$ cat src/rtl/irq_agg_pkg.sv
package irq_agg_pkg;

    typedef enum logic {
        ST_IDLE = 1'b0,
        ST_XFER = 1'b1
    } port_state_e;

endpackage

$ cat src/rtl/irq_bus_fsm.sv
module irq_bus_fsm
    import irq_agg_pkg::*;
#(
    parameter int ADDR_W = 4
) (
    input  logic              clk,
    input  logic              rst_n,
    input  logic              start,
    input  logic [ADDR_W-1:0] addr,
    input  logic              stop,
    input  logic              stb,
    input  logic              wr,
    output logic              acc_rd,
    output logic              acc_wr,
    output logic [ADDR_W-1:0] acc_addr
);

    port_state_e       state_q, state_d;
    logic [ADDR_W-1:0] ptr_q;
    logic              acc;

    always_comb begin
        state_d = state_q;
        unique case (state_q)
            ST_IDLE: if (start) state_d = ST_XFER;
            ST_XFER: begin
                if (start)     state_d = ST_XFER;
                else if (stop) state_d = ST_IDLE;
            end
        endcase
    end

    // state register together with the address pointer
    always_ff @(posedge clk or negedge rst_n) begin
        if (!rst_n) begin
            state_q <= ST_IDLE;
            ptr_q   <= '0;
        end else begin
            state_q <= state_d;
            if (start)    ptr_q <= addr;
            else if (acc) ptr_q <= ptr_q + 1'b1;
        end
    end

    // outputs
    always_comb begin
        acc      = 1'b0;
        acc_addr = ptr_q;
        unique case (state_q)
            ST_IDLE: acc = 1'b0;
            ST_XFER: acc = stb && !start;
        endcase
        acc_rd = acc && !wr;
        acc_wr = acc && wr;
    end

endmodule

$ cat src/rtl/irq_bank.sv
module irq_bank #(
    parameter int             W   = 8,
    parameter logic [W-1:0]   RSV = '0
) (
    input  logic         clk,
    input  logic         rst_n,
    input  logic [W-1:0] evt,
    input  logic         clr,
    input  logic         lm_we,
    input  logic         sm_we,
    input  logic [W-1:0] wdata,
    output logic [W-1:0] status,
    output logic [W-1:0] lmask,
    output logic [W-1:0] smask
);

    logic [W-1:0] admit;
    logic [W-1:0] kept;

    assign admit = evt & ~smask & ~RSV;
    assign kept  = clr ? '0 : status;

    always_ff @(posedge clk or negedge rst_n) begin
        if (!rst_n) begin
            status <= '0;
            lmask  <= '1;
            smask  <= '1;
        end else begin
            status <= kept | admit;
            if (lm_we) lmask <= wdata;
            if (sm_we) smask <= wdata;
        end
    end

endmodule

$ cat src/rtl/irq_aggregator.sv
module irq_aggregator #(
    parameter int N_BANK   = 3,
    parameter int BANK_W   = 8,
    parameter int ADDR_W   = 4,
    parameter logic [N_BANK*BANK_W-1:0] RSV_MASK = 24'h80_1000
) (
    input  logic                     clk,
    input  logic                     rst_n,
    input  logic [N_BANK*BANK_W-1:0] src_evt,
    input  logic                     bus_start,
    input  logic [ADDR_W-1:0]        bus_addr,
    input  logic                     bus_stop,
    input  logic                     bus_stb,
    input  logic                     bus_wr,
    input  logic [BANK_W-1:0]        bus_wdata,
    output logic [BANK_W-1:0]        bus_rdata,
    output logic                     irq_out
);

    localparam int N_SRC = N_BANK * BANK_W;
    localparam logic [ADDR_W-1:0] LM_BASE = ADDR_W'(N_BANK);
    localparam logic [ADDR_W-1:0] SM_BASE = ADDR_W'(2 * N_BANK);

    logic              acc_rd, acc_wr;
    logic [ADDR_W-1:0] acc_addr;
    logic              clr_hit;
    logic [N_SRC-1:0]  status_all, lmask_all, smask_all;
    logic [BANK_W-1:0] rd_val, rd_q;
    logic              irq_q;

    irq_bus_fsm #(.ADDR_W(ADDR_W)) u_port (
        .clk(clk), .rst_n(rst_n), .start(bus_start), .addr(bus_addr),
        .stop(bus_stop), .stb(bus_stb), .wr(bus_wr),
        .acc_rd(acc_rd), .acc_wr(acc_wr), .acc_addr(acc_addr)
    );

    // any write below the line-mask block hits a status byte
    assign clr_hit = acc_wr && (acc_addr < LM_BASE);

    for (genvar g = 0; g < N_BANK; g++) begin : g_bank
        logic lm_we, sm_we;
        assign lm_we = acc_wr && (acc_addr == LM_BASE + ADDR_W'(g));
        assign sm_we = acc_wr && (acc_addr == SM_BASE + ADDR_W'(g));
        irq_bank #(
            .W(BANK_W),
            .RSV(RSV_MASK[g*BANK_W +: BANK_W])
        ) u_bank (
            .clk(clk), .rst_n(rst_n),
            .evt(src_evt[g*BANK_W +: BANK_W]),
            .clr(clr_hit), .lm_we(lm_we), .sm_we(sm_we), .wdata(bus_wdata),
            .status(status_all[g*BANK_W +: BANK_W]),
            .lmask(lmask_all[g*BANK_W +: BANK_W]),
            .smask(smask_all[g*BANK_W +: BANK_W])
        );
    end

    always_comb begin
        rd_val = '0;
        for (int b = 0; b < N_BANK; b++) begin
            if (acc_addr == ADDR_W'(b))           rd_val = status_all[b*BANK_W +: BANK_W];
            if (acc_addr == LM_BASE + ADDR_W'(b)) rd_val = lmask_all[b*BANK_W +: BANK_W];
            if (acc_addr == SM_BASE + ADDR_W'(b)) rd_val = smask_all[b*BANK_W +: BANK_W];
        end
    end

    always_ff @(posedge clk or negedge rst_n) begin
        if (!rst_n) begin
            rd_q  <= '0;
            irq_q <= 1'b0;
        end else begin
            if (acc_rd) rd_q <= rd_val;
            irq_q <= |(status_all & ~lmask_all);
        end
    end

    assign bus_rdata = rd_q;
    assign irq_out   = irq_q;

endmodule

$ cat config.mk
export PLATFORM = sky130hd
export DESIGN_NAME = irq_aggregator
export DESIGN_NICKNAME = d
export VERILOG_FILES = /design/src/rtl/irq_agg_pkg.sv /design/src/rtl/irq_bus_fsm.sv /design/src/rtl/irq_bank.sv /design/src/rtl/irq_aggregator.sv
export SDC_FILE = /design/constraint.sdc
export NUM_CORES = 1
export LEC_CHECK = 0
export ABC_AREA = 0
export CAP_MARGIN = 20
export CORE_UTILIZATION = 56
export DETAILED_ROUTE_END_ITERATION = 10
export GPL_TIMING_DRIVEN = 0
export PLACE_DENSITY = 0.78
export SYNTH_ARGS = -nofsm -noshare
export SYNTH_HDL_FRONTEND = slang
export SYNTH_SLANG_ARGS = --single-unit
export TNS_END_PERCENT = 1
$ cat constraint.sdc
create_clock -name clk -period 2.5 [get_ports clk]
set_input_delay 0.375 -clock clk [delete_from_list [all_inputs] [get_ports clk]]
set_output_delay 0.375 -clock clk [all_outputs]
set_load 0.02 [all_outputs]
=== Yosys cells after proc, flatten, opt, wreduce, memory -nomap -nowiden ===
Cells that the tools add are included.

* Memories: 0
* Bits in read-only memories: 0
* Bits in latches: 0
* Logic and storage cells: 69
* Register bits after elaboration: 86
* Input bits: 42
* Bits in writable memories: 0

* Order comparisons: 1
* Eq/ne operators: 8
* Bitwise logic cells: 12
* Multipliers: 0
* Div/mod/pow operators: 0
* Shift-type cells: 0
* Multiplexer cells: 19
* $add $sub $neg: 1
* Reductions and logical operators: 15

{| class="wikitable"
|+ Operator list
! kind !! number
|-
| $mux 8 || 12
|-
| $and 24x24->24 || 1
|-
| $not 24->24 || 1
|-
| $reduce_or 24->1 || 1
|-
| $and 8x8->8 || 2
|-
| $eq 4x3->1 const B || 4
|-
| $not 8->8 || 2
|-
| $or 8x8->8 || 2
|-
| $logic_and 1x1->1 || 10
|-
| $eq 4x2->1 const B || 2
|-
| $mux 4 || 2
|-
| $or 8x7->8 || 1
|-
| $and 7x7->7 || 1
|-
| $not 7->7 || 1
|-
| $add 4x1->4 const B || 1
|-
| $eq 4x1->1 const B || 1
|-
| $eq 4x4->1 const B || 1
|-
| $logic_not 4->1 || 1
|-
| $lt 4x2->1 const B || 1
|-
| $pmux 1 s2 || 2
|-
| $mux 1 || 3
|-
| $logic_not 1->1 || 2
|-
| $reduce_bool 2->1 || 1
|-
| $not 1->1 || 1
|}

=== Longest topological paths before layout ===
* Depth in word-level cells: 10
* Mapped depth: 8
* Depth with buffers taken out: 6

=== Cells and area by module ===
A second synthesis with hierarchy kept.

* Cell total of the unflattened synthesis: 450
* Area total of the unflattened synthesis: 4,789.6 µm²

{| class="wikitable"
|+ By module, submodules not included
! module !! seq. area each (µm²) !! area an instance (µm²) !! instances !! cells an instance
|-
| irq_bank at g_bank[1].u_bank ... || 595.6 || 965.9 || 2 || 64
|-
| irq_aggregator || 225.2 || 1,601.5 || 1 || 227
|-
| irq_bank at g_bank[0].u_bank || 620.6 || 998.5 || 1 || 67
|-
| irq_bus_fsm || 125.1 || 257.7 || 1 || 28
|}

=== Worst setup path before layout ===
No wires, ideal clock.

* Path kind: register -> register
* From: register u_port.ptr_q[0] (netlist: u_port.acc_addr[0])
* To: register g_bank[1].u_bank.lmask[0]
* Setup slack: 0.622 ns
* Period minus slack after synthesis: 1.878 ns
* Stages on the path, launching flop included: 8
* Data required time: 2.418 ns
* Setup time: 0.082 ns
* Arrival time: 1.796 ns
* Buffers on the path: 2
* Path through: dfrtp_1 -> inv_1 -> ha_1 -> clkbuf_1 -> clkbuf_1 -> nand2_1 -> nor2_2 -> mux2_2

* Word-level cells in the longest chain between the ends: 2

{| class="wikitable"
|+ RTL lines
! what !! line !! text
|-
| from (decl) || irq_bus_fsm.sv:19 || <nowiki>logic [ADDR_W-1:0] ptr_q;</nowiki>
|-
| from (signal assigned) || irq_bus_fsm.sv:40 || <nowiki>if (start) ptr_q <= addr;</nowiki>
|-
| from (signal assigned) || irq_bus_fsm.sv:41 || <nowiki>else if (acc) ptr_q <= ptr_q + 1'b1;</nowiki>
|-
| $eq 4x3->1 || irq_aggregator.sv:42 || <nowiki>assign lm_we = acc_wr && (acc_addr == LM_BASE + ADDR_W'(g));</nowiki>
|-
| $logic_and 1x1->1 || irq_aggregator.sv:42 ||
|-
| to (signal assigned) || irq_bank.sv:30 || <nowiki>if (lm_we) lmask <= wdata;</nowiki>
|-
| to (decl) || irq_bank.sv:13 || <nowiki>output logic [W-1:0] lmask,</nowiki>
|}

Every way passes these cells.
A chain may end at the register's enable or synchronous reset.

=== Worst setup path after layout ===
* From: register u_port.ptr_q[0] (netlist: u_port.acc_addr[0])
* To: register g_bank[1].u_bank.lmask[4]

Same word-level chain as after synthesis.

==> impl_metrics.ini <==
[setup_path]
worstPathArrival_ns = 2.60
worstReg2RegStart = u_port.acc_addr[0]
critical_path_class = register to register
path_cells = inv_1, ha_1, clkbuf_1, clkbuf_2, nand2_1, nor2_4, mux2_2
worst-path-buf-inv = 3
cp-start-kind = register
cp.required_ns = 2.78
cp_max_fo = 10
critPathCaptureType = register
critPathMaxStageDelay_ns = 0.43
reg2regPathDepth = 7
regToRegEndpoint = g_bank[1].u_bank.lmask[4]
r2r_setup_slack_ns = 0.18
cp_top_family = buffers and inverters
cp_slowest_cell = dfrtp_1

[global_route]
antenna_found_initial = 0
first_global_vias = 3628
grt_overflow = 0
grt_max_degree = 44
grt_pass1_wl_um = 20100
grt_usage = 0.320

[route]
routed_via_density = 6.19
drc_errors = 0
wl_per_cell_um = 20.8
dr.first_iter.drc_count = 263
postRouteAntennaNets = 0
drt-pass1-iter-count = 5
finalWirelength_um = 12500
vias = 3701

[floorplanning]
die_width_um = 91.2
core_area_um2 = 7730
initial_core_util = 0.576
fp.dieArea_um2 = 8310
rows = 32
ios = 51
fp.dieH_um = 91.2

[finish]
layout_commonest_cell = inv_1
area_delta_synth_final_pct = 19.3
fillCellCount = 591
final_nets = 537
layout-drive-gt1-share = 0.258
diodes = 0
final_cell_mix = 49 x inv_1, 48 x dfstp_2, 47 x clkdlybuf4s50_1
final_area_um2 = 5310

[synth]
synth.yosys.seq_area_share = 0.485
synthFlopType = dfstp_2
async_flop_share = 1.00
avgSynthCellArea_um2 = 10.3
syn_area_um2 = 4450
synth-edff-count = 0
netlist_instances = 431
syn_nets = 477
ys_types = 50
ys_warn_count = 0
synth-seq-cells = 84

[flow_run]
drv_cap = 0

[timing]
period_minus_slack_ns = 2.32
finalMaxSlewViolations = 0
setup_ws_ns = 0.178
fmax_ghz = 0.431
fin_skew_ns = 0.0135
setup_violations = 0
tightest_slew_ns = 0.574
rsz0062_at_grt = false
maxSlewHeadroom = 0.617
period_share = 0.929
hold_slack_ns = -0.0116
setup-tns-final_ns = 0
hold_viol = 6

[power]
p_leak_nw = 2.17
powerDensity_nw_per_um2 = 735
irDropWorstVdd_mv = 0.492
total_power_mw = 3.90

[placement]
io_buffers = 48
gp_congestion = 0.978
hpwl_um = 9390
post-place-ws_ns = -0.0861
placed_area_um2 = 5080

[cts]
cts_max_level = 3
postCtsHoldBufs = 0
clockBufferDepth = 2
ctsRootBufferMaster = clkbuf_8
path_clk_slew_ns = 0.09
cts_buffers = 9
clkLatencyLatePin_ns = 0.36
cts_tree = yes
cts.sinks = 84

[run_status]
outcome = finished with violations
violations = negative hold slack

[min_path]
hold_path_class = input pin to asynchronous set/reset pin
## synthesized netlist by cell type, types with 6 or more instances
cell / n / area, µm²
clkbuf_1: 15 / 56.3
nor2_1: 11 / 41.3
o2111ai_1: 6 / 52.6
a22o_1: 20 / 175
nor3b_1: 6 / 45.0
dfstp_2: 48 / 1260
nand3b_1: 18 / 135
o211ai_1: 7 / 52.6
nand3_1: 10 / 50.1
nand2_1: 27 / 101
o21ai_0: 16 / 80.1
dfrtp_1: 36 / 901
nand2b_1: 7 / 43.8
nor3_1: 10 / 50.1
mux2_2: 38 / 428
o22ai_1: 7 / 43.8
inv_1: 49 / 184
a21oi_1: 26 / 130
buf_2: 7 / 35.0
## cell type report
class,count,area [µm²],share of cell area
plain buffers,28,140,0.0264
clock buffers,11,141,0.0266
clock inverters,5,75.1,0.0141
inverters,49,184,0.0346
multi-input cells,270,1980,0.374
flip-flops and latches,84,2160,0.407
well taps,102,128,0.0240
repair buffers,49,498,0.0937
## flip-flops by register name, summed over array words and instances (netlist names)
signal and count:
u_port.acc_addr 4, g_bank.u_bank.lmask 24, bus_rdata 8, irq_out 1
u_port.state_q 1, g_bank.u_bank.status 22, g_bank.u_bank.smask 24
## logic make-up (layout without fill, tap and decap cells)
kind of cell / after synthesis / after routing / synth area share
fa+ha+maj: 4 / 4 / 0.0112
xor+xnor: 3 / 3 / 0.00590
flops: 84 / 84 / 0.485
compound gates: 115 / 115 / 0.182
mux: 41 / 41 / 0.103
simple gates: 107 / 107 / 0.141
buf+inv: 77 / 142 / 0.0719
## worst max path at each step
stage                             startpoint                          to  slack [ns]  depth (start not counted)
after global placement                 rst_n  g_bank[0].u_bank.status[2]       -1.80                          1
after floorplan           u_port.acc_addr[0]   g_bank[1].u_bank.lmask[0]        0.62                          7
after CTS                 u_port.acc_addr[0]   g_bank[1].u_bank.lmask[4]        0.01                          7
after global routing      u_port.acc_addr[0]   g_bank[2].u_bank.smask[7]        0.04                          8
final                     u_port.acc_addr[0]   g_bank[1].u_bank.lmask[4]        0.18                          7
after detailed placement  u_port.acc_addr[0]   g_bank[1].u_bank.lmask[7]       -0.09                          7
## per-stage QoR
| step | util | std cells | hold WS (ns) |
|---|---|---|---|
| final | 0.688 | 598 | -0.0116 |
| after global routing | 0.688 | 598 | 0.0233 |
| after CTS | 0.686 | 598 | 0.00292 |
| after detailed placement | 0.657 | 582 | 0.388 |
| after global placement | 0.655 | 581 | 0.470 |
| after floorplan | - | 431 | 0.0794 |
## worst register-to-register path: stages, from the launching register on
cell and delay (ns):
dfrtp_1 0.43, inv_1 0.13, ha_1 0.17, clkbuf_1 0.32, clkbuf_2 0.34, nand2_1 0.16, nor2_4 0.31, mux2_2 0.38
## power by group
group / switching, mW / internal, mW
clock network: 0.481 / 0.586
logic: 0.509 / 0.417
registers: 0.202 / 1.71
## timing repair
item / 4_1_cts / 5_1_grt
setup endpoints to repair: 8 / 18
gates resized for setup: 1 / 8
cloned: 0 / 0
setup buffers: 0 / 0
## layer usage
layer | vias up | global-route usage | part of all wire
met5 | - | 0 | 0
met1 | 1822 | 0.472 | 0.46
met3 | 29 | 0.0653 | 0.075
li1 | 1674 | - | -
met4 | 0 | 0.107 | 0.019
met2 | 176 | 0.471 | 0.44
No activity file was read; power rests on OpenSTA's default activity.
